**src/rtl/nvm_pkg.sv**
```systemverilog
// Shared register offsets, control bit positions and sequencer states.
// Assumes a word-indexed host register port of three address bits.
package nvm_pkg;

    localparam logic [2:0] OFS_CTRL  = 3'd0;
    localparam logic [2:0] OFS_ADDR  = 3'd1;
    localparam logic [2:0] OFS_DATA  = 3'd2;
    localparam logic [2:0] OFS_BURST = 3'd3;
    localparam logic [2:0] OFS_BASE  = 3'd4;

    localparam int CTL_WR   = 0;
    localparam int CTL_RD   = 1;
    localparam int CTL_BUSY = 2;

    typedef enum logic [2:0] {
        ST_IDLE,
        ST_SINGLE,
        ST_HI,
        ST_LO,
        ST_DAT
    } seq_state_t;

endpackage

```
**src/rtl/nvm_ee_if.sv**
```systemverilog
// EEPROM request/acknowledge driver. A one-cycle go pulse, taken while no
// request is open, latches the address, direction and write byte and raises
// ee_req. The first sampled ee_ack closes the request. done pulses one cycle
// later, together with the captured read byte.
// Assumes the EEPROM side gives exactly one ack per request.
module nvm_ee_if #(
    parameter int EE_AW = 16
) (
    input  logic             clk,
    input  logic             rst_n,
    input  logic             go,
    input  logic             go_we,
    input  logic [EE_AW-1:0] go_addr,
    input  logic [7:0]       go_wdata,
    output logic             ee_req,
    output logic             ee_we,
    output logic [EE_AW-1:0] ee_addr,
    output logic [7:0]       ee_wdata,
    input  logic             ee_ack,
    input  logic [7:0]       ee_rdata,
    output logic             done,
    output logic [7:0]       rd_byte
);

    // Open a request on go, close it on ack, and capture the returned byte.
    always_ff @(posedge clk) begin
        if (!rst_n) begin
            ee_req   <= 1'b0;
            ee_we    <= 1'b0;
            ee_addr  <= '0;
            ee_wdata <= '0;
            rd_byte  <= '0;
        end else if (ee_req && ee_ack) begin
            ee_req  <= 1'b0;
            rd_byte <= ee_rdata;
        end else if (go && !ee_req) begin
            ee_req   <= 1'b1;
            ee_we    <= go_we;
            ee_addr  <= go_addr;
            ee_wdata <= go_wdata;
        end
    end

    // Completion strobe, one cycle after the acknowledge.
    always_ff @(posedge clk) begin
        if (!rst_n) done <= 1'b0;
        else        done <= ee_req && ee_ack;
    end

    // request held with stable fields until acknowledged.
    a_r6_hold: assert property (@(posedge clk) disable iff (!rst_n)
        ee_req && !ee_ack |=> ee_req && $stable(ee_addr) && $stable(ee_we) && $stable(ee_wdata));

    // request released the cycle after the acknowledge.
    a_r6_drop: assert property (@(posedge clk) disable iff (!rst_n)
        ee_req && ee_ack |=> !ee_req);

endmodule

```
**src/rtl/nvm_hregs.sv**
```systemverilog
// Host register file: control request bits, EEPROM address, data byte,
// burst start bit and memory base field. Writes are dropped while busy.
// Request bits are cleared by the sequencer's completion strobes.
// Assumes HW > EE_AW.
module nvm_hregs
    import nvm_pkg::*;
#(
    parameter int HW     = 32,
    parameter int EE_AW  = 16,
    parameter int BASE_W = 9
) (
    input  logic              clk,
    input  logic              rst_n,
    input  logic              h_we,
    input  logic [2:0]        h_addr,
    input  logic [HW-1:0]     h_wdata,
    output logic [HW-1:0]     h_rdata,
    input  logic              single_done,
    input  logic              burst_done,
    input  logic [7:0]        rd_byte,
    output logic              wr_bit,
    output logic              rd_bit,
    output logic              burst_bit,
    output logic              busy,
    output logic [EE_AW-1:0]  addr_reg,
    output logic [7:0]        data_reg,
    output logic [BASE_W-1:0] base_reg
);

    logic unused_wbits;
    assign unused_wbits = ^h_wdata[HW-1:EE_AW];

    assign busy = wr_bit | rd_bit | burst_bit;

    // Host writes when idle, plus the self-clearing of request bits.
    always_ff @(posedge clk) begin
        if (!rst_n) begin
            wr_bit    <= 1'b0;
            rd_bit    <= 1'b0;
            burst_bit <= 1'b0;
            addr_reg  <= '0;
            data_reg  <= '0;
            base_reg  <= '0;
        end else begin
            if (single_done) begin
                if (rd_bit) data_reg <= rd_byte;
                wr_bit <= 1'b0;
                rd_bit <= 1'b0;
            end
            if (burst_done) burst_bit <= 1'b0;
            if (h_we && !busy) begin
                case (h_addr)
                    OFS_CTRL: begin
                        if (h_wdata[CTL_WR])      wr_bit <= 1'b1;
                        else if (h_wdata[CTL_RD]) rd_bit <= 1'b1;
                    end
                    OFS_ADDR:  addr_reg  <= h_wdata[EE_AW-1:0];
                    OFS_DATA:  data_reg  <= h_wdata[7:0];
                    OFS_BURST: burst_bit <= h_wdata[0];
                    OFS_BASE:  base_reg  <= h_wdata[BASE_W-1:0];
                    default: ;
                endcase
            end
        end
    end

    // Read multiplexer for the host port.
    always_comb begin
        h_rdata = '0;
        case (h_addr)
            OFS_CTRL:  begin
                h_rdata[CTL_WR]   = wr_bit;
                h_rdata[CTL_RD]   = rd_bit;
                h_rdata[CTL_BUSY] = busy;
            end
            OFS_ADDR:  h_rdata[EE_AW-1:0]  = addr_reg;
            OFS_DATA:  h_rdata[7:0]        = data_reg;
            OFS_BURST: h_rdata[0]          = burst_bit;
            OFS_BASE:  h_rdata[BASE_W-1:0] = base_reg;
            default: ;
        endcase
    end

    // writes while busy leave address and base untouched.
    a_r4_ignore: assert property (@(posedge clk) disable iff (!rst_n)
        h_we && busy |=> $stable(addr_reg) && $stable(base_reg));

    // never more than one request pending.
    a_r5_one_req: assert property (@(posedge clk) disable iff (!rst_n)
        $onehot0({wr_bit, rd_bit, burst_bit}));

    // single request bits are clear after completion.
    a_r2_selfclear: assert property (@(posedge clk) disable iff (!rst_n)
        single_done |=> !wr_bit && !rd_bit);

endmodule

```
**src/rtl/nvm_seq.sv**
```systemverilog
// Operation sequencer. It runs one single access, or a load of records
// (high byte, low byte, data byte) that ends on an all-ones record address.
// It keeps the byte cursor that each load resumes from and drives the memory
// write port. Assumes EE_AW is 16, so a record address is two bytes.
module nvm_seq
    import nvm_pkg::*;
#(
    parameter int EE_AW  = 16,
    parameter int BASE_W = 9,
    localparam int MEM_AW = BASE_W + EE_AW - 1
) (
    input  logic              clk,
    input  logic              rst_n,
    input  logic              wr_bit,
    input  logic              rd_bit,
    input  logic              burst_bit,
    input  logic [EE_AW-1:0]  addr_reg,
    input  logic [7:0]        data_reg,
    input  logic [BASE_W-1:0] base_reg,
    input  logic              done,
    input  logic [7:0]        rd_byte,
    output logic              go,
    output logic              go_we,
    output logic [EE_AW-1:0]  go_addr,
    output logic [7:0]        go_wdata,
    output logic              single_done,
    output logic              burst_done,
    output logic              mem_we,
    output logic [MEM_AW-1:0] mem_addr,
    output logic [7:0]        mem_wdata
);

    seq_state_t       state;
    logic [EE_AW-1:0] cursor;
    logic [EE_AW-9:0] hi_q;
    logic [7:0]       lo_q;
    logic             single_req;
    logic             term;

    assign single_req = wr_bit | rd_bit;
    assign term       = ({hi_q, rd_byte} == {EE_AW{1'b1}});

    // Request issue and completion strobes for the current state.
    always_comb begin
        go          = 1'b0;
        go_we       = 1'b0;
        go_addr     = cursor;
        go_wdata    = data_reg;
        single_done = 1'b0;
        burst_done  = 1'b0;
        case (state)
            ST_IDLE: begin
                if (single_req) begin
                    go      = 1'b1;
                    go_we   = wr_bit;
                    go_addr = addr_reg;
                end else if (burst_bit) begin
                    go = 1'b1;
                end
            end
            ST_SINGLE: single_done = done;
            ST_HI:     go = done;
            ST_LO: begin
                go         = done && !term;
                burst_done = done && term;
            end
            ST_DAT:    go = done;
            default: ;
        endcase
    end

    // State, cursor, record capture and memory write register.
    always_ff @(posedge clk) begin
        if (!rst_n) begin
            state     <= ST_IDLE;
            cursor    <= '0;
            hi_q      <= '0;
            lo_q      <= '0;
            mem_we    <= 1'b0;
            mem_addr  <= '0;
            mem_wdata <= '0;
        end else begin
            mem_we <= 1'b0;
            if (go && !(state == ST_IDLE && single_req)) cursor <= cursor + 1'b1;
            case (state)
                ST_IDLE: begin
                    if (single_req)     state <= ST_SINGLE;
                    else if (burst_bit) state <= ST_HI;
                end
                ST_SINGLE: if (done) begin
                    cursor <= addr_reg + 1'b1;
                    state  <= ST_IDLE;
                end
                ST_HI: if (done) begin
                    hi_q  <= rd_byte[EE_AW-9:0];
                    state <= ST_LO;
                end
                ST_LO: if (done) begin
                    lo_q  <= rd_byte;
                    state <= term ? ST_IDLE : ST_DAT;
                end
                ST_DAT: if (done) begin
                    mem_we    <= 1'b1;
                    mem_addr  <= {base_reg, hi_q[EE_AW-10:0], lo_q};
                    mem_wdata <= rd_byte;
                    state     <= ST_HI;
                end
                default: state <= ST_IDLE;
            endcase
        end
    end

    // each memory write is a single-cycle pulse.
    a_r9_pulse: assert property (@(posedge clk) disable iff (!rst_n)
        mem_we |=> !mem_we);

    // the upper address bits come from the base field.
    a_r9_base: assert property (@(posedge clk) disable iff (!rst_n)
        mem_we |-> mem_addr[MEM_AW-1:EE_AW-1] == base_reg);

endmodule

```
**src/rtl/nvm_loader.sv**
```systemverilog
// Top of the EEPROM access sequencer. It joins the host register file, the
// operation sequencer and the EEPROM handshake driver.
// Assumes a single clock domain and a synchronous active-low reset.
module nvm_loader #(
    parameter int HW     = 32,
    parameter int EE_AW  = 16,
    parameter int MEM_AW = 24,
    localparam int BASE_W = MEM_AW - EE_AW + 1
) (
    input  logic              clk,
    input  logic              rst_n,
    input  logic              h_we,
    input  logic [2:0]        h_addr,
    input  logic [HW-1:0]     h_wdata,
    output logic [HW-1:0]     h_rdata,
    output logic              ee_req,
    output logic              ee_we,
    output logic [EE_AW-1:0]  ee_addr,
    output logic [7:0]        ee_wdata,
    input  logic              ee_ack,
    input  logic [7:0]        ee_rdata,
    output logic              mem_we,
    output logic [MEM_AW-1:0] mem_addr,
    output logic [7:0]        mem_wdata
);

    logic              wr_bit, rd_bit, burst_bit, busy;
    logic [EE_AW-1:0]  addr_reg;
    logic [7:0]        data_reg;
    logic [BASE_W-1:0] base_reg;
    logic              single_done, burst_done, done;
    logic [7:0]        rd_byte;
    logic              go, go_we;
    logic [EE_AW-1:0]  go_addr;
    logic [7:0]        go_wdata;
    logic              unused_busy;

    assign unused_busy = busy;

    nvm_hregs #(.HW(HW), .EE_AW(EE_AW), .BASE_W(BASE_W)) u_regs (
        .clk(clk), .rst_n(rst_n), .h_we(h_we), .h_addr(h_addr),
        .h_wdata(h_wdata), .h_rdata(h_rdata),
        .single_done(single_done), .burst_done(burst_done), .rd_byte(rd_byte),
        .wr_bit(wr_bit), .rd_bit(rd_bit), .burst_bit(burst_bit), .busy(busy),
        .addr_reg(addr_reg), .data_reg(data_reg), .base_reg(base_reg)
    );

    nvm_seq #(.EE_AW(EE_AW), .BASE_W(BASE_W)) u_seq (
        .clk(clk), .rst_n(rst_n),
        .wr_bit(wr_bit), .rd_bit(rd_bit), .burst_bit(burst_bit),
        .addr_reg(addr_reg), .data_reg(data_reg), .base_reg(base_reg),
        .done(done), .rd_byte(rd_byte),
        .go(go), .go_we(go_we), .go_addr(go_addr), .go_wdata(go_wdata),
        .single_done(single_done), .burst_done(burst_done),
        .mem_we(mem_we), .mem_addr(mem_addr), .mem_wdata(mem_wdata)
    );

    nvm_ee_if #(.EE_AW(EE_AW)) u_ee (
        .clk(clk), .rst_n(rst_n),
        .go(go), .go_we(go_we), .go_addr(go_addr), .go_wdata(go_wdata),
        .ee_req(ee_req), .ee_we(ee_we), .ee_addr(ee_addr), .ee_wdata(ee_wdata),
        .ee_ack(ee_ack), .ee_rdata(ee_rdata), .done(done), .rd_byte(rd_byte)
    );

endmodule

```
**config.mk**
```make
export PLATFORM = sky130hd
export DESIGN_NAME = nvm_loader
export DESIGN_NICKNAME = d
export VERILOG_FILES = /design/src/rtl/nvm_pkg.sv /design/src/rtl/nvm_ee_if.sv /design/src/rtl/nvm_hregs.sv /design/src/rtl/nvm_seq.sv /design/src/rtl/nvm_loader.sv
export SDC_FILE = /design/constraint.sdc
export NUM_CORES = 1
export LEC_CHECK = 0
export ABC_CLOCK_PERIOD_IN_PS = 1930
export BUFFER_PORTS_ARGS = -buffer_cell sky130_fd_sc_hd__clkbuf_2
export CAP_MARGIN = 0
export CORE_UTILIZATION = 50
export DETAILED_ROUTE_END_ITERATION = 10
export PLACE_DENSITY_LB_ADDON = 0.15
export SYNTH_ARGS = -nofsm -noshare
export SYNTH_HDL_FRONTEND = slang
export SYNTH_SLANG_ARGS = --single-unit
```
**constraint.sdc**
```tcl
create_clock -name clk -period 1.93 [get_ports clk]
set_input_delay 0.2895 -clock clk [delete_from_list [all_inputs] [get_ports clk]]
set_output_delay 0.2895 -clock clk [all_outputs]
set_load 0.03 [all_outputs]
```
==> run metrics <==
result of the run=finished, violations left; failing checks=negative setup slack; Leak=around 3.5 nW; maxcap violations=0; Final Skew=0.0118 ns; CP required=around 1.6 ns; initial antenna violation count=0; share of the yosys chip area belonging to registers=between 40% and 50%; fill cell count=between 1000 and 1500; Peak VDD IR=0.818 mV; I/O pin cnt=~140; min setup slack post-route=-0.0469 ns; crit share post-route=102%; GRT overflow=0; Slew HR=62.3%; Synth warnings=0; Power Density=approximately 800 mW/mm2; DIE HEIGHT=about 120 um; DR vias/cell=about 5.6; port buffer count=around 110; CTS Buf Count=17; core box area=approximately 0.013 mm2; asr flop ratio synth=0%; Die Area=roughly 0.014 mm2; fin crit period=1.98 ns; GPL Wtd Cong=around 0.97; global-route wire length before repair=~28000 um; Yosys top cell by area=dfxtp_1; Antenna Nets Post-Route=0; vias in the first global route=between 5000 and 6000; top-area cell type share of the netlist area=slightly above 40%; RSZ-0062 raised after global routing=true; CP Class=reg -> out; metal3 WL=around 1000 um; DRC viols=0; highest clock rate=around 500 MHz; HP Class=in -> reg; initial DRC count=444; DP HPWL=approximately 12000 um; top_reg_cell synth=dfxtp_1; synthesized area per cell=around 8.7 um2; Highest Signal Layer=met4; WL final=between 15000 and 20000 um; CTS H-tree depth=4; Area Growth Syn to Fin=22.7%; multi-input combinational cell area=around 0.0036 mm2; share of cells above drive strength 1=around a quarter; DRT Pass-1 Iters=5; CTS tree=built; final instance area=a little over 0.008 mm2; clock-pin transition on the worst setup and hold timing paths=roughly 0.060 ns; die width=118 um; number of synthesized register bits=between 100 and 150; arrival time at the worst endpoint=around 1.7 ns; Biggest register=u_seq.mem_addr; Cell variety after synth=around 60; met2 wire length=7870 um; Vias=roughly 6000; number of flip-flops in the largest register=24; n_diodes=0; largest net degree at the start of global routing=74; hold slack=between 0.08 and 0.09 ns; clk root buf=clkbuf_16; fin nets=936; Post-synth EDFFs=0; WL per Instance=about 16 um; Cells after Synth=between 700 and 800; crit-path max FO=4; routed length on met1=between 8000 and 9000 um; dpl cell area=0.00748 mm2; final hold vios=0; maximum buffer depth of the clock tree=2; Num Clock Sinks=139; CP endpoint kind=primary output; Synth area leaders=dfxtp_1, nand2_1, mux2i_1, a21boi_1, o211a_1; worst-margin pin slew=around 0.56 ns; Core Rows=a little over 40; Seq. cell area=between 0.002 and 0.003 mm2; Post-Syn Area=between 0.006 and 0.007 mm2; Initial Utilization=around 52%; final setup fails=3; Final Max Tran Viols=0; clk_lat worst skew=roughly 0.42 ns; startpoint types=register; gr usage total=between 20 and 30%
-- worst max-delay path, cell delays in order (launching register included) --
cell and delay [ns]:
dfxtp_2 0.32, buf_6 0.12, nor3_4 0.18, nor2_1 0.06, a21oi_1 0.12, a2bb2oi_1 0.16, o21ai_1 0.11, buf_4 0.20
-- report_power, final --
part	switching, mW	total, mW	leakage (nW)	internal (mW)
clock	1.37	3.06	0.271	1.69
combinational	0.301	0.488	2.15	0.187
sequential	0.0397	2.96	1.13	2.92
-- cells by family after synthesis --
group / after synthesis / synth area share, %
other cells: 1 / 0.0560
flops: 139 / 41.5
fa+ha+maj: 2 / 0.373
simple gates: 329 / 23.7
xor+xnor: 11 / 1.44
compound gates: 167 / 19.4
mux: 44 / 6.76
buf+inv: 78 / 6.69
-- routing by layer --
layer,vias to the layer above,GRT usage (%)
met4,0,8.97
met5,-,0
met1,2877,35.1
li1,2894,-
met3,23,5.33
met2,201,37.7
-- layout make-up --
cell class	count	share of cell area (%)
clock buffer	17	5.17
clock inverter	15	1.61
inverter	2	0.0913
multi-input combinational	569	43.7
sequential	139	34.0
tap	172	2.62
timing repair buffer	158	12.8
-- layout by cell type (no fill, tap or decap), drive strengths merged, types with 3 or more instances in the layout --
cell type and n:
nand2 181, dfxtp 139, clkbuf 121, a21boi 67
buf 54, mux2i 43, nand3 34, nor2b 29
o211a 25, o21ai 24, conb 16, and2 15
o31ai 14, a31oi 12, nor2 12, or4 12
nand4 11, inv 9, a22oi 8, nor3 8
xnor2 7, clkinv 6, a211oi 4, and3 4
xor2 4, nand2b 4, and4 3, and3b 3
-- cells in the mapped netlist (3+ instances only) --
master    count
a21boi_1     50
buf_6         8
a31oi_1      12
nand2_1     180
dfxtp_1     139
and2_1       15
o211a_1      25
xor2_1        4
o31ai_1      14
xnor2_1       7
nor2_1       12
o21ai_1       3
mux2i_1      43
nor3_1        7
clkbuf_1     42
buf_4        19
and3_1        4
nand4_1      10
a22oi_1       8
and4_1        3
o21ai_0      20
a21boi_0     17
nor2b_1      29
buf_2         6
nand3_1      34
or4_1        11
a211oi_2      3
nand2b_1      4
-- path summary, 6_finish.rpt --
kind	from	endpoint	slack, ns	depth (start not counted)
setup / recovery	u_regs.wr_bit	h_rdata[2]	-0.05	7
hold / removal	h_wdata[14]	u_regs.addr_reg[14]	0.09	3
setup reg to reg	u_seq.hi_q[5]	u_seq.cursor[1]	0.01	6
hold reg to reg	u_seq.lo_q[3]	u_seq.mem_addr[3]	0.45	2
-- metrics by stage --
stage | TNS [ns] | cells | total power [mW] | util [%] | setup slack, ns
final | -0.0599 | 1072 | 6.50 | 64.1 | -0.0469
after detailed placement | 0 | 1034 | 3.49 | 58.3 | 0.0212
after global placement | 0 | 1034 | 3.48 | 58.3 | 0.0923
after floorplan | 0 | 786 | 3.37 | - | 0.0596
after CTS | -0.226 | 1067 | 6.52 | 63.1 | -0.0789
after global routing | -0.717 | 1072 | 6.71 | 64.1 | -0.108
-- what timing repair did --
item	in CTS	in global routing
endpoints found under the setup margin	3	27
hold endpoints to repair	0	0
gates cloned	0	2
pin swaps	4	16
setup buffers	1	3
hold buffers	0	0
gates resized for setup	15	21
Power figures use the tool's default switching activity.
